`config.mk`:
```
export PLATFORM = sky130hd
export DESIGN_NAME = gpio_bank
export DESIGN_NICKNAME = d
export VERILOG_FILES = /design/src/rtl/gpio_bank_pkg.sv /design/src/rtl/gpio_port_reg.sv /design/src/rtl/gpio_in_sync.sv /design/src/rtl/gpio_rd_mux.sv /design/src/rtl/gpio_bank.sv
export SDC_FILE = /design/constraint.sdc
export NUM_CORES = 1
export LEC_CHECK = 0
export ABC_AREA = 1
export BUFFER_PORTS_ARGS = -buffer_cell sky130_fd_sc_hd__buf_2
export CORE_ASPECT_RATIO = 1.75
export CORE_UTILIZATION = 30
export DETAILED_ROUTE_END_ITERATION = 16
export PLACE_DENSITY = 0.53
export SYNTH_ARGS = -nofsm -noshare
export SYNTH_HDL_FRONTEND = slang
export SYNTH_SLANG_ARGS = --single-unit
```
`constraint.sdc`:
```
create_clock -name clk -period 2.2 [get_ports clk]
set_input_delay 0.11 -clock clk [delete_from_list [all_inputs] [get_ports clk]]
set_output_delay 0.11 -clock clk [all_outputs]
set_load 0.005 [all_outputs]
```
`src/rtl/gpio_bank_pkg.sv`:
```
// Package: shared group encoding and address-field positions for the GPIO bank.
// Assumes the byte address layout: [7] alias select, [6:4] group, [3:2] port slot.
package gpio_bank_pkg;

    typedef enum logic [2:0] {
        GRP_CFG  = 3'd0,
        GRP_OE   = 3'd1,
        GRP_OUT  = 3'd2,
        GRP_IN   = 3'd3,
        GRP_ISTA = 3'd4,
        GRP_IENB = 3'd5,
        GRP_ILVL = 3'd6,
        GRP_ICLR = 3'd7
    } grp_e;

    localparam int NUM_GROUPS = 8;
    localparam int ALIAS_BIT  = 7;
    localparam int GRP_LSB    = 4;
    localparam int SLOT_LSB   = 2;

endpackage

```
`src/rtl/gpio_port_reg.sv`:
```
// One 8-pin storage word of one port. A normal write replaces all pins;
// a masked write changes only the pins whose enable bit (upper half) is set.
// Assumes wr_en is already qualified by address decode.
module gpio_port_reg #(
    parameter int PIN_W = 8
) (
    input  logic               clk,
    input  logic               rst_n,
    input  logic               wr_en,
    input  logic               masked,
    input  logic [2*PIN_W-1:0] wdata,
    output logic [PIN_W-1:0]   q
);
    logic [PIN_W-1:0] sel;
    logic [PIN_W-1:0] nxt;

    // Choose which pins take new data: all for a normal write, enabled ones for masked.
    always_comb begin
        sel = masked ? wdata[2*PIN_W-1:PIN_W] : '1;
        nxt = (q & ~sel) | (wdata[PIN_W-1:0] & sel);
    end

    // Register the word with synchronous reset to zero.
    always_ff @(posedge clk) begin
        if (!rst_n)
            q <= '0;
        else if (wr_en)
            q <= nxt;
    end
endmodule

```
`src/rtl/gpio_in_sync.sv`:
```
// Multi-flop synchronizer for the asynchronous pad inputs.
// Assumes STAGES >= 2; the last stage output is what software reads.
module gpio_in_sync #(
    parameter int W      = 32,
    parameter int STAGES = 2
) (
    input  logic         clk,
    input  logic         rst_n,
    input  logic [W-1:0] d,
    output logic [W-1:0] q
);
    logic [W-1:0] stg [STAGES];

    // Shift the pad sample through the synchronizer chain.
    always_ff @(posedge clk) begin
        if (!rst_n) begin
            for (int k = 0; k < STAGES; k++) stg[k] <= '0;
        end else begin
            stg[0] <= d;
            for (int k = 1; k < STAGES; k++) stg[k] <= stg[k-1];
        end
    end

    assign q = stg[STAGES-1];
endmodule

```
`src/rtl/gpio_rd_mux.sv`:
```
// Read path: picks one port word out of all group words and zero-extends it.
// Assumes regs are packed group-major, then port, PIN_W bits per word.
module gpio_rd_mux #(
    parameter int NUM_PORTS = 4,
    parameter int PIN_W     = 8,
    parameter int DATA_W    = 32,
    parameter int NGRP      = 8,
    localparam int SLOT_W   = (NUM_PORTS > 1) ? $clog2(NUM_PORTS) : 1,
    localparam int TOTAL    = NGRP * NUM_PORTS * PIN_W
) (
    input  logic              re,
    input  logic [2:0]        grp,
    input  logic [SLOT_W-1:0] slot,
    input  logic [TOTAL-1:0]  regs,
    output logic [DATA_W-1:0] rdata
);
    // Combinational select so a read sees the state committed at the last edge.
    always_comb begin
        rdata = '0;
        if (re)
            rdata[PIN_W-1:0] = regs[(int'(grp) * NUM_PORTS + int'(slot)) * PIN_W +: PIN_W];
    end
endmodule

```
`src/rtl/gpio_bank.sv`:
```
// GPIO bank top: four ports of storage words, a masked-write alias at +0x80,
// a synchronized input word and pad output gating (cfg AND oe).
// Assumes a single-cycle bus: writes commit at the clock edge, reads are combinational.
module gpio_bank #(
    parameter int NUM_PORTS   = 4,
    parameter int PIN_W       = 8,
    parameter int ADDR_W      = 8,
    parameter int DATA_W      = 32,
    parameter int SYNC_STAGES = 2
) (
    input  logic                       clk,
    input  logic                       rst_n,
    input  logic [ADDR_W-1:0]          bus_addr,
    input  logic                       bus_we,
    input  logic [DATA_W-1:0]          bus_wdata,
    input  logic                       bus_re,
    output logic [DATA_W-1:0]          bus_rdata,
    input  logic [NUM_PORTS*PIN_W-1:0] pad_in,
    output logic [NUM_PORTS*PIN_W-1:0] pad_oe,
    output logic [NUM_PORTS*PIN_W-1:0] pad_out
);
    import gpio_bank_pkg::*;

    localparam int PADS   = NUM_PORTS * PIN_W;
    localparam int SLOT_W = (NUM_PORTS > 1) ? $clog2(NUM_PORTS) : 1;
    localparam int TOTAL  = NUM_GROUPS * PADS;

    logic              is_alias;
    logic [2:0]        grp;
    logic [SLOT_W-1:0] slot;
    logic [TOTAL-1:0]  regs;
    logic [PADS-1:0]   in_sync;
    logic              unused_bits;

    // Split the byte address into alias select, group and port slot.
    always_comb begin
        is_alias = bus_addr[ALIAS_BIT];
        grp      = bus_addr[GRP_LSB +: 3];
        slot     = bus_addr[SLOT_LSB +: SLOT_W];
    end

    assign unused_bits = ^{bus_addr[1:0], bus_wdata[DATA_W-1:2*PIN_W]};

    gpio_in_sync #(.W(PADS), .STAGES(SYNC_STAGES)) u_sync (
        .clk   (clk),
        .rst_n (rst_n),
        .d     (pad_in),
        .q     (in_sync)
    );

    for (genvar g = 0; g < NUM_GROUPS; g++) begin : g_grp
        for (genvar p = 0; p < NUM_PORTS; p++) begin : g_port
            if (g == int'(GRP_IN)) begin : g_ro
                assign regs[(g*NUM_PORTS + p)*PIN_W +: PIN_W] = in_sync[p*PIN_W +: PIN_W];
            end else begin : g_rw
                logic hit;
                assign hit = bus_we && (grp == 3'(g)) && (slot == SLOT_W'(p));
                gpio_port_reg #(.PIN_W(PIN_W)) u_reg (
                    .clk    (clk),
                    .rst_n  (rst_n),
                    .wr_en  (hit),
                    .masked (is_alias),
                    .wdata  (bus_wdata[2*PIN_W-1:0]),
                    .q      (regs[(g*NUM_PORTS + p)*PIN_W +: PIN_W])
                );
            end
        end
    end

    gpio_rd_mux #(.NUM_PORTS(NUM_PORTS), .PIN_W(PIN_W), .DATA_W(DATA_W), .NGRP(NUM_GROUPS)) u_rd (
        .re    (bus_re),
        .grp   (grp),
        .slot  (slot),
        .regs  (regs),
        .rdata (bus_rdata)
    );

    // Drive a pad only when it is under GPIO control and enabled as output.
    always_comb begin
        pad_oe  = regs[int'(GRP_CFG)*PADS +: PADS] & regs[int'(GRP_OE)*PADS +: PADS];
        pad_out = regs[int'(GRP_OUT)*PADS +: PADS];
    end
endmodule

```
# --- Word-level counts from Yosys, hierarchy flattened ---
# Memory sizes are Yosys's and may differ from the RTL's.
# Index checks and enable logic that the tools add are counted.
op_classes:
  add_sub_neg: 1
  multipliers: 0
  div_mod_pow: 0
  magnitude_cmp: 0
  eq_ne: 9
  shift: 1
  mux: 6
  bitwise_logic: 61
  n_reduce_logical: 37
ops:
  columns: ["op", "count"]
  rows:
  - ["$shiftx 256x32->8", 1]
  - ["$and 8x8->8", 29]
  - ["$or 8x8->8", 28]
  - ["$mux 32", 2]
  - ["$logic_and 1x1->1", 35]
  - ["$and 32x32->32", 1]
  - ["$mux 8", 2]
  - ["$eq 3x3->1 const B", 4]
  - ["$not 8->8", 1]
  - ["$add 5x2->6", 1]
  - ["$eq 2x2->1 const B", 2]
  - ["$eq 3x1->1 const B", 1]
  - ["$eq 3x2->1 const B", 1]
  - ["$logic_not 3->1", 1]
  - ["$eq 2x1->1 const B", 1]
  - ["$logic_not 2->1", 1]
  - ["$mux 1", 2]
  - ["$or 1x1->1", 2]
word_totals:
  register_bits: 224
  latch_bits: 0
  ramBits: 64
  mem_bits_ro: 0
  out_inout_bits: 96
  memories: 1
mem_list:
  columns: ["name", "words", "width", "read_ports", "rd_clocked_by_memory_dff", "wr", "line", "rtl"]
  rows:
  - ["u_sync.stg", 2, 32, 2, 0, 2, "gpio_in_sync.sv:12", "logic [W-1:0] stg [STAGES];"]

# --- Depth between registers and ports, before layout ---
# Gate-level depths: netlist (run 1).
depth:
  depth_word: 4
  depth_mapped: 10
  mapped_depth_nobuf: 9

# --- Modules after synthesis ---
# Synthesis (run 1) repeated with hierarchy kept, for this count alone.
hier_totals:
  hier_cells: 2893
  area_unflattened_um2: 16905.0
by_module_without_submodules:
  columns: ["mod", "n_inst", "cells_each", "area_per_inst_um2", "seq_area_each_um2"]
  rows:
  - ["gpio_port_reg", 28, 68, 412.9, 160.2]
  - ["gpio_rd_mux", 1, 642, 2827.7, 0.0]
  - ["gpio_in_sync", 1, 231, 2080.7, 1281.2]
  - ["gpio_bank", 1, 116, 435.4, 0.0]

# --- Worst setup path before layout (run 1) ---
# No wires, ideal clock.
synth_path:
  path_kind: "in2out"
  startpoint: "input bus_addr[3]"
  endpoint: "output bus_rdata[5]"
  arrival_time_ps: 1230
  required_time_ps: 2090
  setup_slack_ps: 860
  stages: 9
  path_buffers: 2
  cell_sequence: "buf_4 -> nor2_2 -> clkbuf_1 -> a22oi_1 -> nand2_1 -> nand2_1 -> nand2_1 -> nor2_1 -> nor2_1"
synth_between:
  elab_chain_len: 3
synth_lines:
  columns: ["element", "line", "rtl"]
  rows:
  - ["start, declared", "gpio_bank.sv:13", "input logic [ADDR_W-1:0] bus_addr,"]
  - ["$add 5x2->6", "gpio_rd_mux.sv:21", "rdata[PIN_W-1:0] = regs[(int'(grp) * NUM_PORTS + int'(slot)) * PIN_W +: PIN_W];"]
  - ["$shiftx 256x32->8", "gpio_rd_mux.sv:21", null]
  - ["$mux 8", "gpio_rd_mux.sv:20", "if (re)"]
  - ["end, declared", "gpio_bank.sv:17", "output logic [DATA_W-1:0] bus_rdata,"]
# No other way between the ends.

==> metrics.md, run 1 <==
| Metric | Value |
|---|---|
| CTS root buf | clkbuf_16 |
| Drt via density | 5.031 |
| Clock Path Buffers | 3 |
| Worst path max stage delay | 350 ps |
| Total Routing Usage GR | 22.19% |
| Cell mode on critical path | nand2_1 |
| Required time of the critical path | 2090 ps |
| Detailed Place HPWL | 36790 µm |
| ANT cells | 0 |
| Die H | 287.2 µm |
| Critical Path AT | 2050 ps |
| Clock transition at path regs | 70 ps |
| Slowest cell on crit path | dfxtp_1 |
| Drt first-iter violations | 970 |
| Final worst path period need | 2156 ps |
| Share of cells above drive strength 1 | 13.37% |
| Total Wirelength | 52940 µm |
| Setup TNS | 0 ps |
| Critical-path cell list | nand2_1 -> nand2_1 -> nand2_1 -> nand2_1 -> nand2_1 -> nand3_1 -> o21bai_1 -> nor2_2 -> buf_2 |
| Endpoints failing setup | 0 |
| Clk_skew | 6.004 ps |
| Slew of the pin with the lowest slew margin | 916.1 ps |
| Total setup buffers inserted after CTS | 0 |
| Final Instance Count excl. Fillers | 2826 |
| Number of clock sinks | 288 |
| Area after DPL | 15240 µm² |
| TritonCTS clock tree | built |
| Worst reg2reg path depth | 2 |
| RSZ-0062 raised after global routing | no |
| Hold path depth | 4 |
| Slew Viols, Final | 0 |
| I/O pin count | 172 |
| Area share of the largest cell type after synthesis | 41.35% |
| Worst min-delay path category | in -> reg |
| Final Cell Area | 16510 µm² |
| Synth area leader | dfxtp_1 |
| H-tree levels | 1 |
| Num CTS Buffers | 27 |
| Vias in the first global route | 13420 |
| Rel. slew slack | 38.93% |
| Final Wtd Congestion | 0.8829 |
| Ys Warns | 0 |
| Synth Cell Area | 13940 µm² |
| Max Freq | 463.8 MHz |
| Power Dens Cells | 692.9 nW/µm² |
| Global-route wire length before repair | 78880 µm |
| Critical path capture point type | output pin |
| Leak pwr | 7.019 nW |
| DRC viols | 0 |
| IO Port Bufs | 129 |
| Ranking of synthesized cells by area | dfxtp_1 41%, nand2_1 22%, a21oi_1 8.9% |
| Synth cell types | 23 |
| Core outline area | 45930 µm² |
| ANT nets after route | 0 |
| Initial core utilization | 30.36% |
| Row Count | 104 |
| Vias after detailed routing | 14220 |
| Status | completed |
| Die X | 165.0 µm |
| Placed Instances | 2746 |
| Final hold vios | 0 |
| Sequential-to-total area share from yosys stat | 41.35% |
| Overflow left after global routing | 0 |
| Total Nets Final | 2300 |
| Tcrit/Tclk final | 98.01% |
| Synthesis-to-finish area growth | 18.40% |
| Worst Setup Start Kind | register |
| WS Path Type | reg -> out |
| Synth Instances | 2122 |
| FF+latch count, synth | 288 |
| Pin count of the biggest net entering global routing | 90 |
| Utilization after layout | 35.94% |
| Max IR drop VDD | 0.5749 mV |
| Worst-path fanout max | 3 |
| DR pass1 iterations | 5 |
| Die area | 47380 µm² |
| WL per Instance | 18.73 µm |
| Syn Area/Cell | 6.571 µm² |
| Initial antenna violation count | 0 |
| Max Cap Viol | 0 |
| Insertion delay to the later sink of the worst-skew pair | 570 ps |
## worst max-delay path, delay by kind of cell (launching register included)
family	cells	cell delay [ps]
flops	1	350
buf+inv	1	140
simple gates	7	700
compound gates	1	290
## power breakdown
part           total, mW  internal (mW)  switching [mW]
clock network       5.09           2.92            2.16
logic               1.03          0.280           0.751
registers           5.32           5.29          0.0300
total               11.4           8.49            2.95
## final timing paths
kind / start / end / slack (ps)
worst max register to register: register / register / 1410
worst min register to register: u_sync.stg[0][13] / u_sync.stg[0][45] / 410
worst max-delay path: register / bus_rdata[2] / 40
worst min-delay path: bus_wdata[14] / register / 40
## Yosys cell counts
| cell | count |
|---|---|
| o21bai_1 | 7 |
| nand2_4 | 8 |
| o21ai_0 | 63 |
| nor2_4 | 29 |
| dfxtp_1 | 288 |
| inv_2 | 22 |
| nor2_8 | 1 |
| a21oi_1 | 248 |
| nor2_2 | 5 |
| inv_1 | 127 |
| nand2_1 | 832 |
| clkinv_1 | 2 |
| buf_1 | 19 |
| nand3_1 | 223 |
| inv_4 | 1 |
| conb_1 | 1 |
| nand4_1 | 8 |
| buf_2 | 13 |
| clkbuf_1 | 89 |
| buf_4 | 45 |
| a22oi_1 | 8 |
| o21ai_1 | 44 |
| nor2_1 | 39 |
## metrics by stage
step / power, mW / setup slack, ps / hold slack [ps]
6_report: 11.44 / 43.86 / 42.18
5_1_grt: 11.78 / 1.452 / 36.16
4_1_cts: 11.51 / 18.69 / 21.84
3_5_place_dp: 6.419 / 140.3 / 293.9
3_3_place_gp: 6.408 / 110.4 / 292.3
2_1_floorplan: 6.011 / 860.5 / 207.6
## layout make-up
| class | instances | area [µm²] |
|---|---|---|
| timing repair buffer | 216 | 1604 |
| clock buffer | 37 | 773.2 |
| clock inverter | 11 | 158.9 |
| inverter | 152 | 578.1 |
| tap | 583 | 729.5 |
| sequential | 288 | 5766 |
| multi-input combinational | 1539 | 6900 |
| fill | 4916 | 29420 |
## cells by family (layout without fill, tap and decap cells)
kind of cell           after synthesis  after routing  synth area share, %
other                                1             24              0.02689
AOI/OAI and AO/OA                  370            370                13.55
and+or+nand+nor                   1145           1145                35.17
DFF                                288            288                41.35
buffers and inverters              318            416                9.907
## metal layers
metal | track usage [%] | share of wire [%] | vias to the layer above
li1 | - | - | 6914
met1 | 23.05 | 35 | 6646
met2 | 40.56 | 52 | 495
met3 | 2.352 | 4.4 | 163
met4 | 16.22 | 8.0 | 0
met5 | 0 | 0 | -
## cells in the final DEF, fill, tap and decap left out, types with 4 or more instances in the layout
master / netlist / routed
bufinv_16: 0 / 4
dlygate4sd3_1: 0 / 32
nand2_4: 8 / 8
a21oi_1: 248 / 248
nor2_1: 39 / 34
clkbuf_8: 0 / 6
buf_4: 45 / 37
o21bai_1: 7 / 7
buf_2: 13 / 129
conb_1: 1 / 24
clkbuf_16: 0 / 27
nor2_2: 5 / 10
buf_12: 0 / 18
dfxtp_1: 288 / 288
nand4_1: 8 / 8
a22oi_1: 8 / 8
o21ai_1: 44 / 44
nand2_1: 832 / 832
clkbuf_1: 89 / 4
inv_2: 22 / 21
nor2_4: 29 / 29
inv_1: 127 / 127
o21ai_0: 63 / 63
nand3_1: 223 / 222
clkinv_2: 0 / 6
## repair_timing
item / 4_1_cts / 5_1_grt
endpoints found under the setup margin: 4 / 2
hold buffers: 32 / 0
hold endpoints to repair: 32 / 0
gates resized for setup: 4 / 2
pin swaps: 0 / 0
Power figures use the tool's default switching activity.
==> run 2: changes to the inputs <==
- ABC_AREA: 1 -> unset
- HOLD_SLACK_MARGIN: unset -> 0.06
==> run 2 against run 1 <==
Effect of this change:
- first-iteration DRC count decreased by 51%
- count of clock-buffer cells in the layout fell by 1
- utilization grew 0.18 points
- critical path type unchanged
- largest cell class unchanged
- highest routed layer is now met5
==> metrics.md, run 2 <==
| Metric | Value |
|---|---|
| CTS root buf | clkbuf_16 (unchanged) |
| Hold path depth | 3 (was 4) |
| Sequential Power Share | 46.8% (was 46.5%) |
| Clk pwr share | 43.6% (was 44.5%) |
| Worst reg2reg path depth | 2 (unchanged) |
| Initial core utilization | 30.55% (was 30.36%) |
| Max Freq | 457.0 MHz (was 463.8 MHz) |
| Endpoints failing setup | 0 (unchanged) |
| ANT nets after route | 0 (unchanged) |
| Num CTS Buffers | 27 (unchanged) |
| IO Port Bufs | 129 (unchanged) |
| Clock transition at path regs | 70 ps (about the same) |
| Drt first-iter violations | 475 (was 970) |
| Tcrit/Tclk final | 99.47% (was 98.01%) |
| Max IR drop VDD | 0.4818 mV (was 0.5749 mV) |
| Rel. slew slack | 44.30% (was 38.93%) |
| Worst Setup Start Kind | register (unchanged) |
| Die X | 167.7 µm (was 165.0 µm) |
| Crit-path leading delay family | compound AO/OA/AOI/OAI gates (was simple AND/OR/NAND/NOR gates) |
| Pre-CTS WS | 71.28 ps (was 140.3 ps) |
| Area share of the largest cell type after synthesis | 40.02% (was 41.35%) |
| Critical Path AT | 2080 ps (was 2050 ps) |
| WS Path Type | reg -> out (unchanged) |
| Vias after detailed routing | 10690 (was 14220) |
| Worst path max stage delay | 460 ps (was 350 ps) |
| Final worst path period need | 2188 ps (was 2156 ps) |
| Sequential-to-total area share from yosys stat | 40.02% (was 41.35%) |
| Global-route wire length before repair | 66900 µm (was 78880 µm) |
| Worst R2R Setup Slack | 1460 ps (was 1410 ps) |
| Share of cells above drive strength 1 | 21.64% (was 13.37%) |
| Status | completed (unchanged) |
| Die H | 291.9 µm (was 287.2 µm) |
| Row Count | 105 (was 104) |
| Sw Ratio | 24.40% (was 25.75%) |
| Syn Area/Cell | 10.00 µm² (was 6.571 µm²) |
| Synth top cells by count | 288 x dfxtp_1, 259 x mux2i_1, 229 x nor2b_1 (was 832 x nand2_1, 288 x dfxtp_1, 248 x a21oi_1) |
| Final hold vios | 0 (unchanged) |
| Most numerous cell in the Yosys netlist | dfxtp_1 (was nand2_1) |
| H-tree levels | 1 (unchanged) |
| Most frequent cells in the layout | 277 x dfxtp_1, 255 x mux2i_1, 227 x nor2b_1 (was 832 x nand2_1, 288 x dfxtp_1, 248 x a21oi_1) |
| Detailed Place HPWL | 29010 µm (was 36790 µm) |
| FF+latch count, synth | 288 (unchanged) |
| DRC viols | 0 (unchanged) |
| Synth cell types | 43 (was 23) |
| Vias in the first global route | 11110 (was 13420) |
| Ys Warns | 0 (unchanged) |
| Total setup buffers inserted after CTS | 0 (unchanged) |
| Power Dens Cells | 666.9 nW/µm² (was 692.9 nW/µm²) |
| Top FF cell, synth | dfxtp_1 (unchanged) |
| Critical-path cell list | mux4_2 -> o22ai_1 -> a211oi_1 -> o311a_1 -> buf_2 (was nand2_1 -> nand2_1 -> nand2_1 -> nand2_1 -> nand2_1 -> nand3_1 -> o21bai_1 -> nor2_2 -> buf_2) |
| Hold_sp | rst_n (was bus_wdata[14]) |
| Ranking of synthesized cells by area | dfxtp_1 40%, mux2i_1 18%, nor2b_1 9.9% (was dfxtp_1 41%, nand2_1 22%, a21oi_1 8.9%) |
| Critical path capture point type | output pin (unchanged) |
| Worst min-delay path category | in -> reg (unchanged) |
| Synthesis-to-finish area growth | 18.26% (was 18.40%) |
| Logic gate share of total power | 9.6% (was 9.0%) |
| DR pass1 iterations | 5 (unchanged) |
| Final Wtd Congestion | 0.7674 (was 0.8829) |
| Pin count of the biggest net entering global routing | 163 (was 90) |
| Leak pwr | 6.549 nW (was 7.019 nW) |
| Slowest cell on crit path | mux4_2 (was dfxtp_1) |
| Fraction of registers with async set/reset | 0% (unchanged) |
| TritonCTS clock tree | built (unchanged) |
| Worst Slack Setup Final | 11.70 ps (was 43.86 ps) |
| Crit path buf inv count | 1 (unchanged) |
| Synth Cell Area | 14410 µm² (was 13940 µm²) |
| Drt via density | 4.969 (was 5.031) |
| Total Wirelength | 43520 µm (was 52940 µm) |
| Clk_skew | 3.543 ps (was 6.004 ps) |
| Slew Viols, Final | 0 (unchanged) |
| Clock Path Buffers | 3 (unchanged) |
| WL per Instance | 20.23 µm (was 18.73 µm) |
| Die area | 48940 µm² (was 47380 µm²) |
| FILL cells | 4694 (was 4916) |
| Setup TNS | 0 ps (unchanged) |
| RSZ-0062 raised after global routing | yes (was no) |
| I/O pin count | 172 (unchanged) |
| Required time of the critical path | 2090 ps (about the same) |
| Slew of the pin with the lowest slew margin | 834.6 ps (was 916.1 ps) |
| Worst Hold Margin | 95.73 ps (was 42.18 ps) |
| Post-synth EDFFs | 0 (unchanged) |
| Number of clock sinks | 288 (unchanged) |
| Utilization after layout | 36.12% (was 35.94%) |
| Worst-path fanout max | 3 (unchanged) |
| Synth Instances | 1440 (was 2122) |
| Core outline area | 47160 µm² (was 45930 µm²) |
| Total Routing Usage GR | 17.74% (was 22.19%) |
| Initial antenna violation count | 2 (was 0) |
| Commonest non-fill, non-tap cell in the layout | dfxtp_1 (was nand2_1) |
| Max Cap Viol | 0 (unchanged) |
| Int Pwr | 8.589 mW (was 8.494 mW) |
| Total Nets Final | 1618 (was 2300) |
| Insertion delay to the later sink of the worst-skew pair | 530 ps (was 570 ps) |
| Overflow left after global routing | 0 (unchanged) |
| Synth area leader | dfxtp_1 (unchanged) |
| Switching power | 2.772 mW (was 2.945 mW) |
-- run 2: cell count changes after synthesis, moves of 48 or more --
cell / previous run / this run
mux2i_1: 0 / 259
nand3_1: 223 / 104
nor2b_1: 0 / 229
nor3_1: 0 / 115
mux4_2: 0 / 48
a21oi_1: 248 / 0
inv_1: 127 / 0
and2_1: 0 / 96
o21ai_0: 63 / 0
nand2_1: 832 / 4
-- run 2: final cells by class --
cell class	instances	area, µm²	area share (%)
Clock buffer	36	749.5	4.399
Timing Repair Buffer	235	1702	9.988
Multi-Input combinational cell	990	7898	46.36
Sequential cell	288	5779	33.92
Clock inverter	13	170.2	0.9988
Tap cell	588	735.7	4.318
Antenna cell	1	2.502	0.01469
-- run 2: cell families after synthesis --
logic type | count (synthesis) | share of synthesized area (%)
compound gates | 56 | 3.153
flops | 288 | 40.02
simple gates | 598 | 24.34
buf+inv | 185 | 6.566
other cells | 1 | 0.02603
mux | 312 | 25.89
-- run 2: worst max-delay path by stage --
stage               slack [ps]         startpoint            to  cells past startpoint
floorplan                  660        bus_addr[2]  bus_rdata[5]                      7
global placement          -0.6        bus_addr[3]  bus_rdata[7]                      7
detailed placement          70        bus_addr[3]  bus_rdata[7]                      7
CTS                        -20  u_sync.stg[0][62]  bus_rdata[6]                      5
global route               -40           register  bus_rdata[1]                      5
finish                      10           register  bus_rdata[6]                      5
-- run 2: power groups by stage --
stage	clock network (mW)	logic [mW]	registers [mW]
after floorplan	0	0.684	5.43
after global placement	0	1.04	5.43
after detailed placement	0	1.04	5.44
after CTS	5.09	1.10	5.32
after global routing	5.26	1.16	5.32
final	4.95	1.09	5.32
-- run 2: worst min-delay path, delay by kind of cell --
family                 cells  cell delay (ps)
AND/OR/NAND/NOR            1              190
buffers and inverters      2              290
-- run 2: stage by stage --
step                cells  instance area, µm²  total power [mW]
CTS                  2150               17020             11.51
global placement     2070               15720             6.474
floorplan            1463               14490             6.110
global route         2151               17040             11.74
finish               2151               17040             11.36
detailed placement   2070               15720             6.478
-- run 2: repair_timing --
item	in CTS	in global routing
gates resized for setup	18	6
hold buffers	32	0
pin swaps	9	1
setup endpoints to repair	7	6
endpoints found under the hold margin	32	0
-- run 2: routing by layer --
| layer | part of all wire, % | global-route usage (%) | up-vias |
|---|---|---|---|
| met1 | 42 | 20.78 | 5221 |
| met2 | 50 | 31.39 | 233 |
| met5 | 0.018 | 0 | - |
| met4 | 4.9 | 9.353 | 2 |
| met3 | 3.3 | 2.142 | 99 |
| li1 | - | - | 5134 |
==> run 3: changes to the inputs <==
- CORE_MARGIN: unset -> 3
==> run 3 against run 2 <==
Effect of this change:
- design area is 0.49% lower
- clock skew up 1.0 ps
- register-to-register slack worse by 20 ps
- clock power is 3% lower
- sequential power hardly changed
- flip-flop and latch count did not move
- critical path type unchanged
- routed wire length grew 2.2%
- die area rose by 3.8%
- first-iteration DRC count rose by 15%
- highest routed layer is now met4
- count of clock-buffer cells in the layout is 1 lower
- critical path depth unchanged
- the flow now finishes with violations (negative setup slack)
==> metrics.md, run 3 (synthesis gave the netlist of run 2 again) <==
| Metric | Value |
|---|---|
| Row Count | 105 (unchanged) |
| Worst Slack Setup Final | -29.48 ps (was 11.70 ps) |
| FILL cells | 4694 (unchanged) |
| Leak pwr | 6.516 nW (was 6.549 nW) |
| Clock transition at path regs | 70 ps (about the same) |
| Rel. slew slack | 52.35% (was 44.30%) |
| Pin count of the biggest net entering global routing | 104 (was 163) |
| Endpoints failing setup | 4 (was 0) |
| Commonest non-fill, non-tap cell in the layout | dfxtp_1 (unchanged) |
| Slew Viols, Final | 0 (unchanged) |
| Die X | 171.7 µm (was 167.7 µm) |
| Core outline area | 47160 µm² (unchanged) |
| Final worst path period need | 2229 ps (was 2188 ps) |
| ANT nets after route | 0 (unchanged) |
| Reg area | 5778 µm² (was 5779 µm²) |
| Overflow left after global routing | 0 (unchanged) |
| Max Cap Viol | 0 (unchanged) |
| Worst R2R Setup Slack | 1440 ps (was 1460 ps) |
| Worst Setup Start Kind | register (unchanged) |
| WP depth | 5 (unchanged) |
| Slew of the pin with the lowest slew margin | 714.8 ps (was 834.6 ps) |
| Final hold vios | 0 (unchanged) |
| Initial antenna violation count | 2 (unchanged) |
| Status | finished, violations left (was completed) |
| Detailed Place HPWL | 29450 µm (was 29010 µm) |
| Crit. Startpoint | u_sync.stg[0][48] |
| Slowest cell on crit path | mux4_2 (unchanged) |
| Vias in the first global route | 10820 (was 11110) |
| Num CTS Buffers | 27 (unchanged) |
| Multi-input combinational cell area | 7864 µm² (was 7898 µm²) |
| Crit path buf inv count | 1 (unchanged) |
| Crit path capture | bus_rdata[0] (was bus_rdata[6]) |
| Total Wirelength | 44450 µm (was 43520 µm) |
| Failing checks | negative setup slack |
| Critical path capture point type | output pin (unchanged) |
| Total Nets Final | 1612 (was 1618) |
| Worst path max stage delay | 500 ps (was 460 ps) |
| Global-route wire length before repair | 67260 µm (was 66900 µm) |
| Hold path depth | 3 (unchanged) |
| CTS root buf | clkbuf_16 (unchanged) |
| H-tree levels | 1 (unchanged) |
| Clock Path Buffers | 3 (unchanged) |
| Critical Path AT | 2120 ps (was 2080 ps) |
| Crit-path leading delay family | multiplexers (was compound AO/OA/AOI/OAI gates) |
| Required time of the critical path | 2090 ps (about the same) |
| Die H | 295.9 µm (was 291.9 µm) |
| WL per Instance | 20.72 µm (was 20.23 µm) |
| IO Port Bufs | 129 (unchanged) |
| Tcrit/Tclk final | 101.3% (was 99.47%) |
| Insertion delay to the later sink of the worst-skew pair | 560 ps (was 530 ps) |
| Tot Pwr | 11.21 mW (was 11.36 mW) |
| DR pass1 iterations | 5 (unchanged) |
| Clk_skew | 4.570 ps (was 3.543 ps) |
| Max Freq | 448.5 MHz (was 457.0 MHz) |
| Synthesis-to-finish area growth | 17.67% (was 18.26%) |
| Worst-path fanout max | 1 (was 3) |
| Die area | 50790 µm² (was 48940 µm²) |
| Drt first-iter violations | 546 (was 475) |
| RSZ-0062 raised after global routing | yes (unchanged) |
| Total Routing Usage GR | 17.06% (was 17.74%) |
| WS Path Type | reg -> out (unchanged) |
| Vias after detailed routing | 10790 (was 10690) |
| Power Dens Cells | 661.3 nW/µm² (was 666.9 nW/µm²) |
| DRC viols | 0 (unchanged) |
| Initial core utilization | 30.55% (unchanged) |
| Number of clock sinks | 288 (unchanged) |
| Worst min-delay path category | in -> reg (unchanged) |
| TritonCTS clock tree | built (unchanged) |
| Share of cells above drive strength 1 | 21.16% (was 21.64%) |
| Final Wtd Congestion | 0.7902 (was 0.7674) |
| Most frequent cells in the layout | 278 x dfxtp_1, 256 x mux2i_1, 227 x nor2b_1 (was 277 x dfxtp_1, 255 x mux2i_1, 227 x nor2b_1) |
| Worst reg2reg path depth | 2 (unchanged) |
| Max IR drop VDD | 0.4741 mV (was 0.4818 mV) |
| Drt via density | 5.029 (was 4.969) |
| Pre-CTS WS | 10.35 ps (was 71.28 ps) |
| Critical-path cell list | mux4_2 -> nand3_2 -> o211ai_1 -> o221a_1 -> buf_2 (was mux4_2 -> o22ai_1 -> a211oi_1 -> o311a_1 -> buf_2) |
| I/O pin count | 172 (unchanged) |
| Setup TNS | -82.80 ps (was 0 ps) |
## run 3: tightest hold or removal path, stage by stage
cell and delay (ps):
buf_2 270, nand3_1 140, a21boi_0 80
## run 3: area by class of cell
type                       count  share of cell area, %
multi-input combinational    990                  46.39
sequential                   288                  34.08
timing repair buffer         229                  9.897
clock buffer                  35                  4.458
tap                          588                  4.340
clock inverter                13                 0.8045
antenna                        2                0.02952
## run 3: timing repair
action	in CTS	in global routing
endpoints found under the hold margin	86	0
hold buffers	33	0
resized for setup	14	3
buffers inserted	6	0
gates cloned	0	0
pin swaps	8	1
setup endpoints to repair	7	7
## run 3: worst min-delay path by stage
stage,startpoint,endpoint
floorplan,pad_in[0],u_sync.stg[0][0]
global placement,pad_in[9],u_sync.stg[0][9]
detailed placement,pad_in[27],u_sync.stg[0][27]
CTS,bus_wdata[7],register
global route,bus_wdata[7],register
finish,bus_wdata[6],register
## run 3: per-stage QoR
stage	hold WS (ps)	cell area (µm²)	std cells	utilization [%]
finish	100.5	16950	2145	35.94
detailed placement	318.9	15630	2056	33.14
global placement	314.4	15630	2056	33.14
global route	123.3	16950	2145	35.94
floorplan	237.3	14490	1463	-
CTS	76.12	16940	2143	35.92
## run 3: metal layers
metal	vias to the layer above	wire, µm	track usage, %
met5	-	0	0
li1	5126	-	-
met4	0	1597	6.523
met1	5357	18580	20.96
met2	234	22870	30.49
met3	70	1407	1.774
## run 3: power by group
group / total, mW / switching [mW] / internal (mW)
logic: 1.08 / 0.655 / 0.427
clock network: 4.81 / 2.14 / 2.67
registers: 5.32 / 0.0272 / 5.29
total: 11.2 / 2.82 / 8.39
